## src/rtl/pcs_pkg.sv

```systemverilog
package pcs_pkg;
    localparam int ADDR_W     = 20;
    localparam int REG_W      = 16;
    localparam int BASE_LSB   = 11;
    localparam int BASE_W     = ADDR_W - BASE_LSB;
    localparam int SLOT_LSB   = 8;
    localparam int SLOT_W     = BASE_LSB - SLOT_LSB;
    localparam int LO_N       = 4;
    localparam int HI_N       = 2;
    localparam int HI_SLOT0   = 5;
    localparam int LO_WAIT_W  = 4;
    localparam int HI_WAIT_W  = 2;
    localparam int BASE_FLD_L = REG_W - BASE_W;

    // auxiliary word bit positions
    localparam int AUX_IGN_HI = 2;
    localparam int AUX_IGN_LO = 3;
    localparam int AUX_IO     = 4;
    localparam int AUX_AMODE  = 5;

    typedef enum logic {REG_BASE = 1'b0, REG_AUX = 1'b1} pcs_reg_e;

    typedef struct packed {
        logic [BASE_W-1:0]    base;
        logic [LO_WAIT_W-1:0] wait_lo;
        logic [HI_WAIT_W-1:0] wait_hi;
        logic                 ign_lo;
        logic                 ign_hi;
        logic                 io_space;
        logic                 addr_mode;
        logic                 enabled;
    } pcs_cfg_t;

    typedef struct packed {
        logic [LO_N-1:0] lo;
        logic [HI_N-1:0] hi;
    } pcs_hit_t;

    function automatic logic [LO_WAIT_W-1:0] pick_wait(pcs_hit_t h, pcs_cfg_t c);
        if (|h.lo)      return c.wait_lo;
        else if (|h.hi) return {{(LO_WAIT_W-HI_WAIT_W){1'b0}}, c.wait_hi};
        else            return '0;
    endfunction

    function automatic logic pick_ign(pcs_hit_t h, pcs_cfg_t c);
        return (|h.lo) ? c.ign_lo : c.ign_hi;
    endfunction
endpackage

```

## src/rtl/pcs_cfg_regs.sv

```systemverilog
module pcs_cfg_regs
    import pcs_pkg::*;
(
    input  logic             clk,
    input  logic             rst,
    input  logic             we,
    input  logic             sel,
    input  logic [REG_W-1:0] wdata,
    output pcs_cfg_t         cfg
);
    logic [BASE_W-1:0]    base_q;
    logic [LO_WAIT_W-1:0] wlo_q;
    logic [HI_WAIT_W-1:0] whi_q;
    logic ign_lo_q, ign_hi_q, io_q, amode_q;
    logic seen_base_q, seen_aux_q;

    always_ff @(posedge clk) begin
        if (rst) begin
            base_q      <= '0;
            wlo_q       <= '0;
            whi_q       <= '0;
            ign_lo_q    <= 1'b0;
            ign_hi_q    <= 1'b0;
            io_q        <= 1'b0;
            amode_q     <= 1'b0;
            seen_base_q <= 1'b0;
            seen_aux_q  <= 1'b0;
        end else if (we) begin
            if (pcs_reg_e'(sel) == REG_BASE) begin
                base_q      <= wdata[REG_W-1:BASE_FLD_L];
                wlo_q       <= wdata[LO_WAIT_W-1:0];
                seen_base_q <= 1'b1;
            end else begin
                whi_q      <= wdata[HI_WAIT_W-1:0];
                ign_hi_q   <= wdata[AUX_IGN_HI];
                ign_lo_q   <= wdata[AUX_IGN_LO];
                io_q       <= wdata[AUX_IO];
                amode_q    <= wdata[AUX_AMODE];
                seen_aux_q <= 1'b1;
            end
        end
    end

    always_comb begin
        cfg.base      = base_q;
        cfg.wait_lo   = wlo_q;
        cfg.wait_hi   = whi_q;
        cfg.ign_lo    = ign_lo_q;
        cfg.ign_hi    = ign_hi_q;
        cfg.io_space  = io_q;
        cfg.addr_mode = amode_q;
        cfg.enabled   = seen_base_q & seen_aux_q;
    end

    // once both words are written the block stays enabled until reset
    assert_enable_sticky_R1: assert property (@(posedge clk) disable iff (rst)
        cfg.enabled |=> cfg.enabled);
endmodule

```

## src/rtl/pcs_addr_match.sv

```systemverilog
module pcs_addr_match
    import pcs_pkg::*;
(
    input  logic [ADDR_W-1:0] addr,
    input  logic              io,
    input  pcs_cfg_t          cfg,
    output pcs_hit_t          hit
);
    logic              in_window;
    logic [SLOT_W-1:0] slot;

    always_comb begin
        slot      = addr[BASE_LSB-1:SLOT_LSB];
        in_window = cfg.enabled && (io == cfg.io_space)
                    && (addr[ADDR_W-1:BASE_LSB] == cfg.base);
    end

    for (genvar i = 0; i < LO_N; i++) begin : g_lo
        assign hit.lo[i] = in_window && (slot == SLOT_W'(i));
    end

    for (genvar j = 0; j < HI_N; j++) begin : g_hi
        assign hit.hi[j] = in_window && !cfg.addr_mode
                           && (slot == SLOT_W'(HI_SLOT0 + j));
    end
endmodule

```

## src/rtl/pcs_wait_timer.sv

```systemverilog
module pcs_wait_timer
    import pcs_pkg::*;
(
    input  logic                 clk,
    input  logic                 rst,
    input  logic                 start,
    input  logic                 stop,
    input  logic                 hit_any,
    input  logic [LO_WAIT_W-1:0] load_val,
    input  logic                 ign,
    input  logic                 ext_rdy,
    output logic                 ready
);
    logic [LO_WAIT_W-1:0] cnt_q;
    logic busy_q, ign_q;

    always_ff @(posedge clk) begin
        if (rst) begin
            cnt_q  <= '0;
            busy_q <= 1'b0;
            ign_q  <= 1'b0;
        end else if (start) begin
            busy_q <= hit_any;
            cnt_q  <= hit_any ? load_val : '0;
            ign_q  <= ign;
        end else if (stop) begin
            busy_q <= 1'b0;
            cnt_q  <= '0;
        end else if (cnt_q != '0) begin
            cnt_q <= cnt_q - 1'b1;
        end
    end

    assign ready = busy_q && (cnt_q == '0) && (ign_q || ext_rdy);

    // in handshake mode ready never rises without the external input
    assert_need_ext_R8: assert property (@(posedge clk) disable iff (rst)
        (busy_q && !ign_q && !ext_rdy) |-> !ready);
    // ready stays low with no select active
    assert_idle_quiet_R10: assert property (@(posedge clk) disable iff (rst)
        !busy_q |-> !ready);
    // a nonzero load keeps ready low in the following cycle
    assert_wait_hold_R6: assert property (@(posedge clk) disable iff (rst)
        (start && hit_any && load_val != '0) |=> !ready);
endmodule

```

## src/rtl/pcs_decoder.sv

```systemverilog
module pcs_decoder
    import pcs_pkg::*;
(
    input  logic              clk,
    input  logic              rst,
    input  logic              cfg_we,
    input  logic              cfg_sel,
    input  logic [REG_W-1:0]  cfg_wdata,
    input  logic              cyc_start,
    input  logic              cyc_end,
    input  logic [ADDR_W-1:0] bus_addr,
    input  logic              bus_io,
    input  logic              ext_rdy,
    output logic [LO_N-1:0]   sel_lo_n,
    output logic [HI_N-1:0]   sel_hi_n,
    output logic              cyc_ready
);
    pcs_cfg_t cfg;
    pcs_hit_t hit;
    logic [LO_N-1:0] lo_q;
    logic [HI_N-1:0] hi_q;
    logic [HI_N-1:0] alat_q;

    pcs_cfg_regs u_cfg (
        .clk(clk), .rst(rst), .we(cfg_we), .sel(cfg_sel),
        .wdata(cfg_wdata), .cfg(cfg)
    );

    pcs_addr_match u_match (
        .addr(bus_addr), .io(bus_io), .cfg(cfg), .hit(hit)
    );

    pcs_wait_timer u_timer (
        .clk(clk), .rst(rst), .start(cyc_start), .stop(cyc_end),
        .hit_any(|{hit.lo, hit.hi}), .load_val(pick_wait(hit, cfg)),
        .ign(pick_ign(hit, cfg)), .ext_rdy(ext_rdy), .ready(cyc_ready)
    );

    always_ff @(posedge clk) begin
        if (rst) begin
            lo_q   <= '0;
            hi_q   <= '0;
            alat_q <= '1;
        end else if (cyc_start) begin
            lo_q <= hit.lo;
            hi_q <= hit.hi;
            if (cfg.addr_mode) alat_q <= bus_addr[HI_N:1];
        end else if (cyc_end) begin
            lo_q <= '0;
            hi_q <= '0;
        end
    end

    assign sel_lo_n = ~lo_q;
    assign sel_hi_n = (cfg.enabled && cfg.addr_mode) ? alat_q : ~hi_q;

    // at most one select active at once
    assert_onehot_R3: assert property (@(posedge clk) disable iff (rst)
        $onehot0({lo_q, hi_q}));
    // nothing asserts before both words are written
    assert_quiet_until_cfg_R1: assert property (@(posedge clk) disable iff (rst)
        !cfg.enabled |-> (&sel_lo_n && &sel_hi_n && !cyc_ready));
    // an end without a new start releases the low selects
    assert_end_release_R5: assert property (@(posedge clk) disable iff (rst)
        (cyc_end && !cyc_start) |=> &sel_lo_n);
    // address pins hold between cycle starts
    assert_addr_hold_R9: assert property (@(posedge clk) disable iff (rst)
        (cfg.enabled && cfg.addr_mode && !cyc_start && !cfg_we) |=> $stable(sel_hi_n));
endmodule

```

## config.mk

```make
export PLATFORM = sky130hd
export DESIGN_NAME = pcs_decoder
export DESIGN_NICKNAME = d
export VERILOG_FILES = /design/src/rtl/pcs_pkg.sv /design/src/rtl/pcs_cfg_regs.sv /design/src/rtl/pcs_addr_match.sv /design/src/rtl/pcs_wait_timer.sv /design/src/rtl/pcs_decoder.sv
export SDC_FILE = /design/constraint.sdc
export NUM_CORES = 1
export LEC_CHECK = 0
export BUFFER_PORTS_ARGS = -buffer_cell sky130_fd_sc_hd__buf_2
export CORE_MARGIN = 5
export CORE_UTILIZATION = 47
export CTS_BUF_LIST = sky130_fd_sc_hd__clkbuf_8
export DETAILED_ROUTE_END_ITERATION = 8
export HOLD_SLACK_MARGIN = 0.15
export PLACE_DENSITY = 0.86
export SYNTH_ARGS = -nofsm -noshare
export SYNTH_HDL_FRONTEND = slang
export SYNTH_SLANG_ARGS = --single-unit
```

## constraint.sdc

```tcl
create_clock -name clk -period 1.75 [get_ports clk]
set_clock_uncertainty 0.1 [all_clocks]
set_input_delay 0.175 -clock clk [delete_from_list [all_inputs] [get_ports clk]]
set_output_delay 0.175 -clock clk [all_outputs]
set_load 0.005 [all_outputs]
```

======== Word-level counts from Yosys, hierarchy flattened ========
Cells that the tools add are included.
cells by class
  add/subtract/negate cells ............... 1
  multipliers ............................. 0
  div/mod/pow operators ................... 0
  magnitude comparators ................... 0
  eq/ne operators ......................... 7
  shifts and indexed selects .............. 0
  multiplexer cells ....................... 14
  bitwise logic cells ..................... 4
  reduce and logical (&&, ||, !) cells .... 25
operators with widths
  kind                                               count
  2-to-1 mux 4 bit                                   7
  logical AND 1 bit                                  12
  == test 9 bit                                      1
  2-to-1 mux 2 bit                                   4
  == test 3 x 2 -> 1 bit (second input constant)     2
  == test 3 bit (second input constant)              2
  AND reduction 2 bit                                3
  OR reduction 6 bit                                 1
  logical NOT 4 bit                                  1
  inverter 4 bit                                     1
  nonzero test 4 bit                                 1
  OR reduction 4 bit                                 1
  subtractor 4 x 1 -> 4 bit (second input constant)  1
  == test 3 x 1 -> 1 bit (second input constant)     1
  logical NOT 3 bit                                  1
  2-to-1 mux 1 bit                                   3
  nonzero test 3 bit                                 1
  inverter 2 bit                                     1
  nonzero test 2 bit                                 1
  OR reduction 2 bit                                 1
  AND 1 bit                                          1
  == test 1 bit                                      1
  logical NOT 1 bit                                  1
  logical OR 1 bit                                   1
  inverter 1 bit                                     1
storage, ports and cells
  register bits after elaboration ......... 35
  bits in latches ......................... 0
  RAM bits ................................ 0
  bits in read-only memories .............. 0
  bits of input ports ..................... 44
  output and inout bits ................... 7
  word-level logic and storage cells ...... 66
  memories kept ........................... 0

======== Longest topological paths before layout ========
  word-level depth ........................ 10
  gate-level depth with buffers ........... 7
  gate-level depth less buffers ........... 7

======== Modules after synthesis ========
A second synthesis with hierarchy kept.
unflattened totals
  cells, all modules ...................... 213
  area total of the unflattened synthesis .. 1975.6 µm²
by module, submodules not included
  module          times used  cells each  area an instance (µm²)
  pcs_cfg_regs    1           91          923.4
  pcs_decoder     1           54          452.9
  pcs_wait_timer  1           36          346.6
  pcs_addr_match  1           32          252.7

======== Worst setup path before layout ========
OpenSTA, ideal clock, no wires.
  path type ............................... register to register
  start ................................... reg u_timer.cnt_q[0]
  end ..................................... reg u_timer.cnt_q[2]
  setup time .............................. 0.122 ns
  arrival time ............................ 1.469 ns
  data required time ...................... 1.528 ns
  slack ................................... 0.060 ns
  stages on the path, launching flop included .. 8
  buffers on the path ..................... 0
  clock period less this slack ............ 1.690 ns
  cells stage by stage .................... dfxtp_1 inv_1 ha_1 or3b_2 nand2b_1 nor2b_1 nand3_1 o21ai_0
between the ends
  word-level cells in the longest chain between the ends .. 4
  elaborated cells between the ends (all ways) .. 6
  classes of those cells .................. add/sub: 1; mux: 3; reduce/logical: 2
ends and longest elaborated chain
  item                       line                  source
  from (decl)                pcs_wait_timer.sv:14  logic [LO_WAIT_W-1:0] cnt_q;
  from (signal assigned)     pcs_wait_timer.sv:24  cnt_q <= hit_any ? load_val : '0;
  from (signal assigned)     pcs_wait_timer.sv:30  cnt_q <= cnt_q - 1'b1;
  subtractor 4 x 1 -> 4 bit  pcs_wait_timer.sv:30
  2-to-1 mux 4 bit           pcs_wait_timer.sv:29  end else if (cnt_q != '0) begin
  2-to-1 mux 4 bit           pcs_wait_timer.sv:26  end else if (stop) begin
  2-to-1 mux 4 bit           pcs_wait_timer.sv:22  end else if (start) begin
Parallel ways exist; a longest one is shown, timed or not. The select of a mux whose other input is x is not followed.
A chain may end at the register's enable or synchronous reset.

======== Final worst setup path ========
  start ................................... reg u_cfg.base_q[6]
  end ..................................... reg u_timer.ign_q
between the ends
  word-level cells in the longest chain between the ends .. 5
  elaborated cells between the ends (all ways) .. 8
  classes of those cells .................. eq/ne: 1; mux: 1; reduce/logical: 6
ends and longest elaborated chain
  item                    line                  source
  from (decl)             pcs_cfg_regs.sv:11    logic [BASE_W-1:0] base_q;
  from (signal assigned)  pcs_cfg_regs.sv:30    base_q <= wdata[REG_W-1:BASE_FLD_L];
  == test 9 bit *         pcs_addr_match.sv:15  && (addr[ADDR_W-1:BASE_LSB] == cfg.base);
  logical AND 1 bit *     pcs_addr_match.sv:15
  logical AND 1 bit       pcs_addr_match.sv:19  assign hit.lo[i] = in_window && (slot == SLOT_W'(i));
  OR reduction 4 bit *    pcs_pkg.sv:46         return (|h.lo) ? c.ign_lo : c.ign_hi;
  2-to-1 mux 1 bit *      pcs_pkg.sv:46
  to (signal assigned)    pcs_wait_timer.sv:25  ign_q <= ign;
  to (decl)               pcs_wait_timer.sv:15  logic busy_q, ign_q;
Every way passes the cells marked *; elsewhere a longest branch is shown, timed or not.

==> results.json <==
{
  "status": "completed",
  "synth_edf_count": 0,
  "finalPower_mw": 1.81,
  "drc": 0,
  "synthArstFlopShare": 0,
  "swShare": 0.236,
  "r2r_end": "u_timer.ign_q$_SDFFE_PP0P_",
  "maxCapViolCount": 0,
  "yosysWarnings": 0,
  "pwr-share-seq": 0.470,
  "grt_overflow_total": 0,
  "fin_crit_sh": 0.975,
  "clock.fmax_mhz": 586,
  "portBuffers": 43,
  "cp-end-kind": "flip-flop",
  "routed-via-count": 1692,
  "cp_max_fo": 10,
  "dr.first_iter.drc_count": 78,
  "setup.worst_path.start_class": "flip-flop",
  "fin_nets": 319,
  "core_um2": 3310,
  "hold-path-cell-count": 4,
  "dp_hpwl_um": 2600,
  "setup_tns_ps": 0,
  "hp-class": "in -> reg",
  "ant_nets": 0,
  "wl_per_cell_um": 14.0,
  "synth.top_cell.area_share": 0.441,
  "grt_usage": 0.202,
  "htree_levels": 2,
  "cts_made_buffers": 5,
  "cts.sink_count": 35,
  "die_h_um": 68.1,
  "first_pass_iters": 4,
  "die_area_um2": 4640,
  "cts-root-buf": "clkbuf_8",
  "min_period_ps": 1710,
  "grt_start_max_net_pins": 21,
  "via_per_inst": 5.29,
  "p_int_mw": 1.38,
  "rr_startpoint": "u_cfg.base_q[6]$_SDFFE_PP0P_",
  "io_pins": 51,
  "synth.most_common_cell": "nand2_1",
  "avgSynthCellArea_um2": 7.87,
  "criticalPathCategory": "reg -> reg",
  "syn_to_final_growth_pct": 46.6,
  "synth.area.top_cells": "dfxtp_1 44%, nand2_1 11%, a21oi_1 8.2%",
  "yosys-top-cells-count": "46 x nand2_1, 35 x dfxtp_1, 26 x a21oi_1",
  "synth-seq-area-share": 0.441,
  "clk_path_buf_depth": 2,
  "ys_ff_latch": 35,
  "clk_latency_ps": 290,
  "cts_tree": "yes",
  "synth_top_area_cell": "dfxtp_1",
  "routed_wl_um": 4470,
  "pwr-share-clk": 0.375,
  "combPwrFrac": 0.155,
  "gp_congestion": 0.841,
  "diodes": 0,
  "fillers": 251,
  "final_hold_viol_count": 0,
  "fp-row-count": 21,
  "setup_viol": 0,
  "powerDensity_nw_per_um2": 778,
  "slew_violations": 0,
  "synthCells": 202,
  "die_w_um": 68.1,
  "syn_area_um2": 1590,
  "worst_slew_pin_slew_ps": 490,
  "grt_pass1_wl_um": 6910,
  "start_util": 0.480,
  "first_global_vias": 1627,
  "switchingPower_uw": 429,
  "synth_cell_types": 29,
  "hold_start": "bus_addr[10]",
  "synth_nets": 247,
  "clk_pin_slew_worst_paths_ps": 70,
  "min_to": "u_timer.ign_q$_SDFFE_PP0P_",
  "arrival_ps": 1810,
  "synth_ff_type": "dfxtp_1",
  "r2r_cells": 6,
  "maxSlewHeadroom": 0.673,
  "required_ps": 1850,
  "rrSetupSlack_ps": 40,
  "antenna_found_initial": 0,
  "drive_above_1_share": 0.288,
  "rsz0062_at_grt": "no",
  "vdd_ir_drop_max_v": 0.000589,
  "leakagePower_nw": 0.916
}
power by group through the flow:
stage | Sequential [mW] | Combinational, mW | Clock, mW
final | 0.852 | 0.281 | 0.680
after global routing | 0.854 | 0.307 | 0.725
after CTS | 0.847 | 0.249 | 0.694
after detailed placement | 0.865 | 0.207 | 0
after global placement | 0.864 | 0.203 | 0
after floorplan | 0.860 | 0.128 | 0
worst max-delay path by stage:
stage | slack [ps] | to | start
6_report | 40 | u_timer.ign_q$_SDFFE_PP0P_ | u_cfg.base_q[6]$_SDFFE_PP0P_
5_1_grt | 0.3 | u_timer.ign_q$_SDFFE_PP0P_ | u_cfg.base_q[0]$_SDFFE_PP0P_
4_1_cts | 20 | u_timer.ign_q$_SDFFE_PP0P_ | u_cfg.base_q[0]$_SDFFE_PP0P_
3_5_place_dp | 30 | u_timer.cnt_q[2]$_SDFFE_PP0P_ | u_timer.cnt_q[1]$_SDFFE_PP0P_
3_3_place_gp | 60 | u_timer.cnt_q[2]$_SDFFE_PP0P_ | u_timer.cnt_q[1]$_SDFFE_PP0P_
2_1_floorplan | 60 | u_timer.cnt_q[2]$_SDFFE_PP0P_ | u_timer.cnt_q[0]$_SDFFE_PP0P_
worst max-delay path, stage by stage, from the launching register on:
cell	delay, ps
dfxtp_1	350
xnor2_2	210
nand4_1	170
nor4_4	290
buf_6	180
nand3_2	80
a311oi_2	240
layer usage:
metal  global-route usage  part of all wire
met4                0.119             0.045
met1                0.219              0.38
met3               0.0525             0.043
met5                    0                 0
met2                0.349              0.53
layout by cell type (no fill, tap or decap), types with 4 or more instances in the layout:
master and instances:
nand2_1 46, buf_2 43, dfxtp_1 33, a21oi_1 26, dlygate4sd3_1 25, nor2_1 13, nand3_1 11, inv_1 7
xnor2_2 7, buf_4 6, nand4_1 5, clkbuf_8 5, o21ai_0 4, xnor2_1 4, nor3_1 4
through the flow:
| step | util | instance area, um^2 | hold slack (ps) | cells | worst slack (ps) |
|---|---|---|---|---|---|
| floorplan | - | 1590 | 177 | 202 | 59.5 |
| global placement | 0.567 | 1880 | 316 | 288 | 60.1 |
| detailed placement | 0.567 | 1880 | 321 | 288 | 25.5 |
| CTS | 0.676 | 2240 | 158 | 320 | 15.9 |
| global route | 0.704 | 2330 | 196 | 320 | 0.263 |
| finish | 0.704 | 2330 | 180 | 320 | 42.9 |
sequential cells by signal, indices dropped and copies added, names as in the netlist:
signal / flops
alat_q: 2
hi_q: 2
lo_q: 4
u_cfg.amode_q: 1
u_cfg.base_q: 9
u_cfg.ign_hi_q: 1
u_cfg.ign_lo_q: 1
u_cfg.io_q: 1
u_cfg.seen_aux_q: 1
u_cfg.seen_base_q: 1
u_cfg.whi_q: 2
u_cfg.wlo_q: 4
u_timer.busy_q: 1
u_timer.cnt_q: 4
u_timer.ign_q: 1
kinds of logic (layout without fill, tap and decap cells):
group                    after synthesis  count (layout)  synth area share
AO/OA/AOI/OAI                         41              41             0.158
flip-flops                            35              35             0.441
XOR/XNOR                              13              13            0.0717
AND/OR/NAND/NOR                       94              94             0.279
adder cells (fa/ha/maj)                1               1           0.00787
buffers and inverters                 18              90            0.0425
area by class of cell:
cell class,instances,area [um^2],area share
multi-input cells,149,915,0.393
clock buffers,5,68.8,0.0295
well taps,46,57.6,0.0247
flip-flops and latches,35,703,0.302
clock inverters,2,33.8,0.0145
inverters,8,30.0,0.0129
repair buffers,75,522,0.224
timing repair:
item,in CTS,in global routing
setup buffers,1,0
hold endpoints to repair,28,0
resized for setup,4,17
pin swaps,0,4
endpoints found under the setup margin,1,5
hold buffers,25,0
Power figures use the tool's default switching activity.
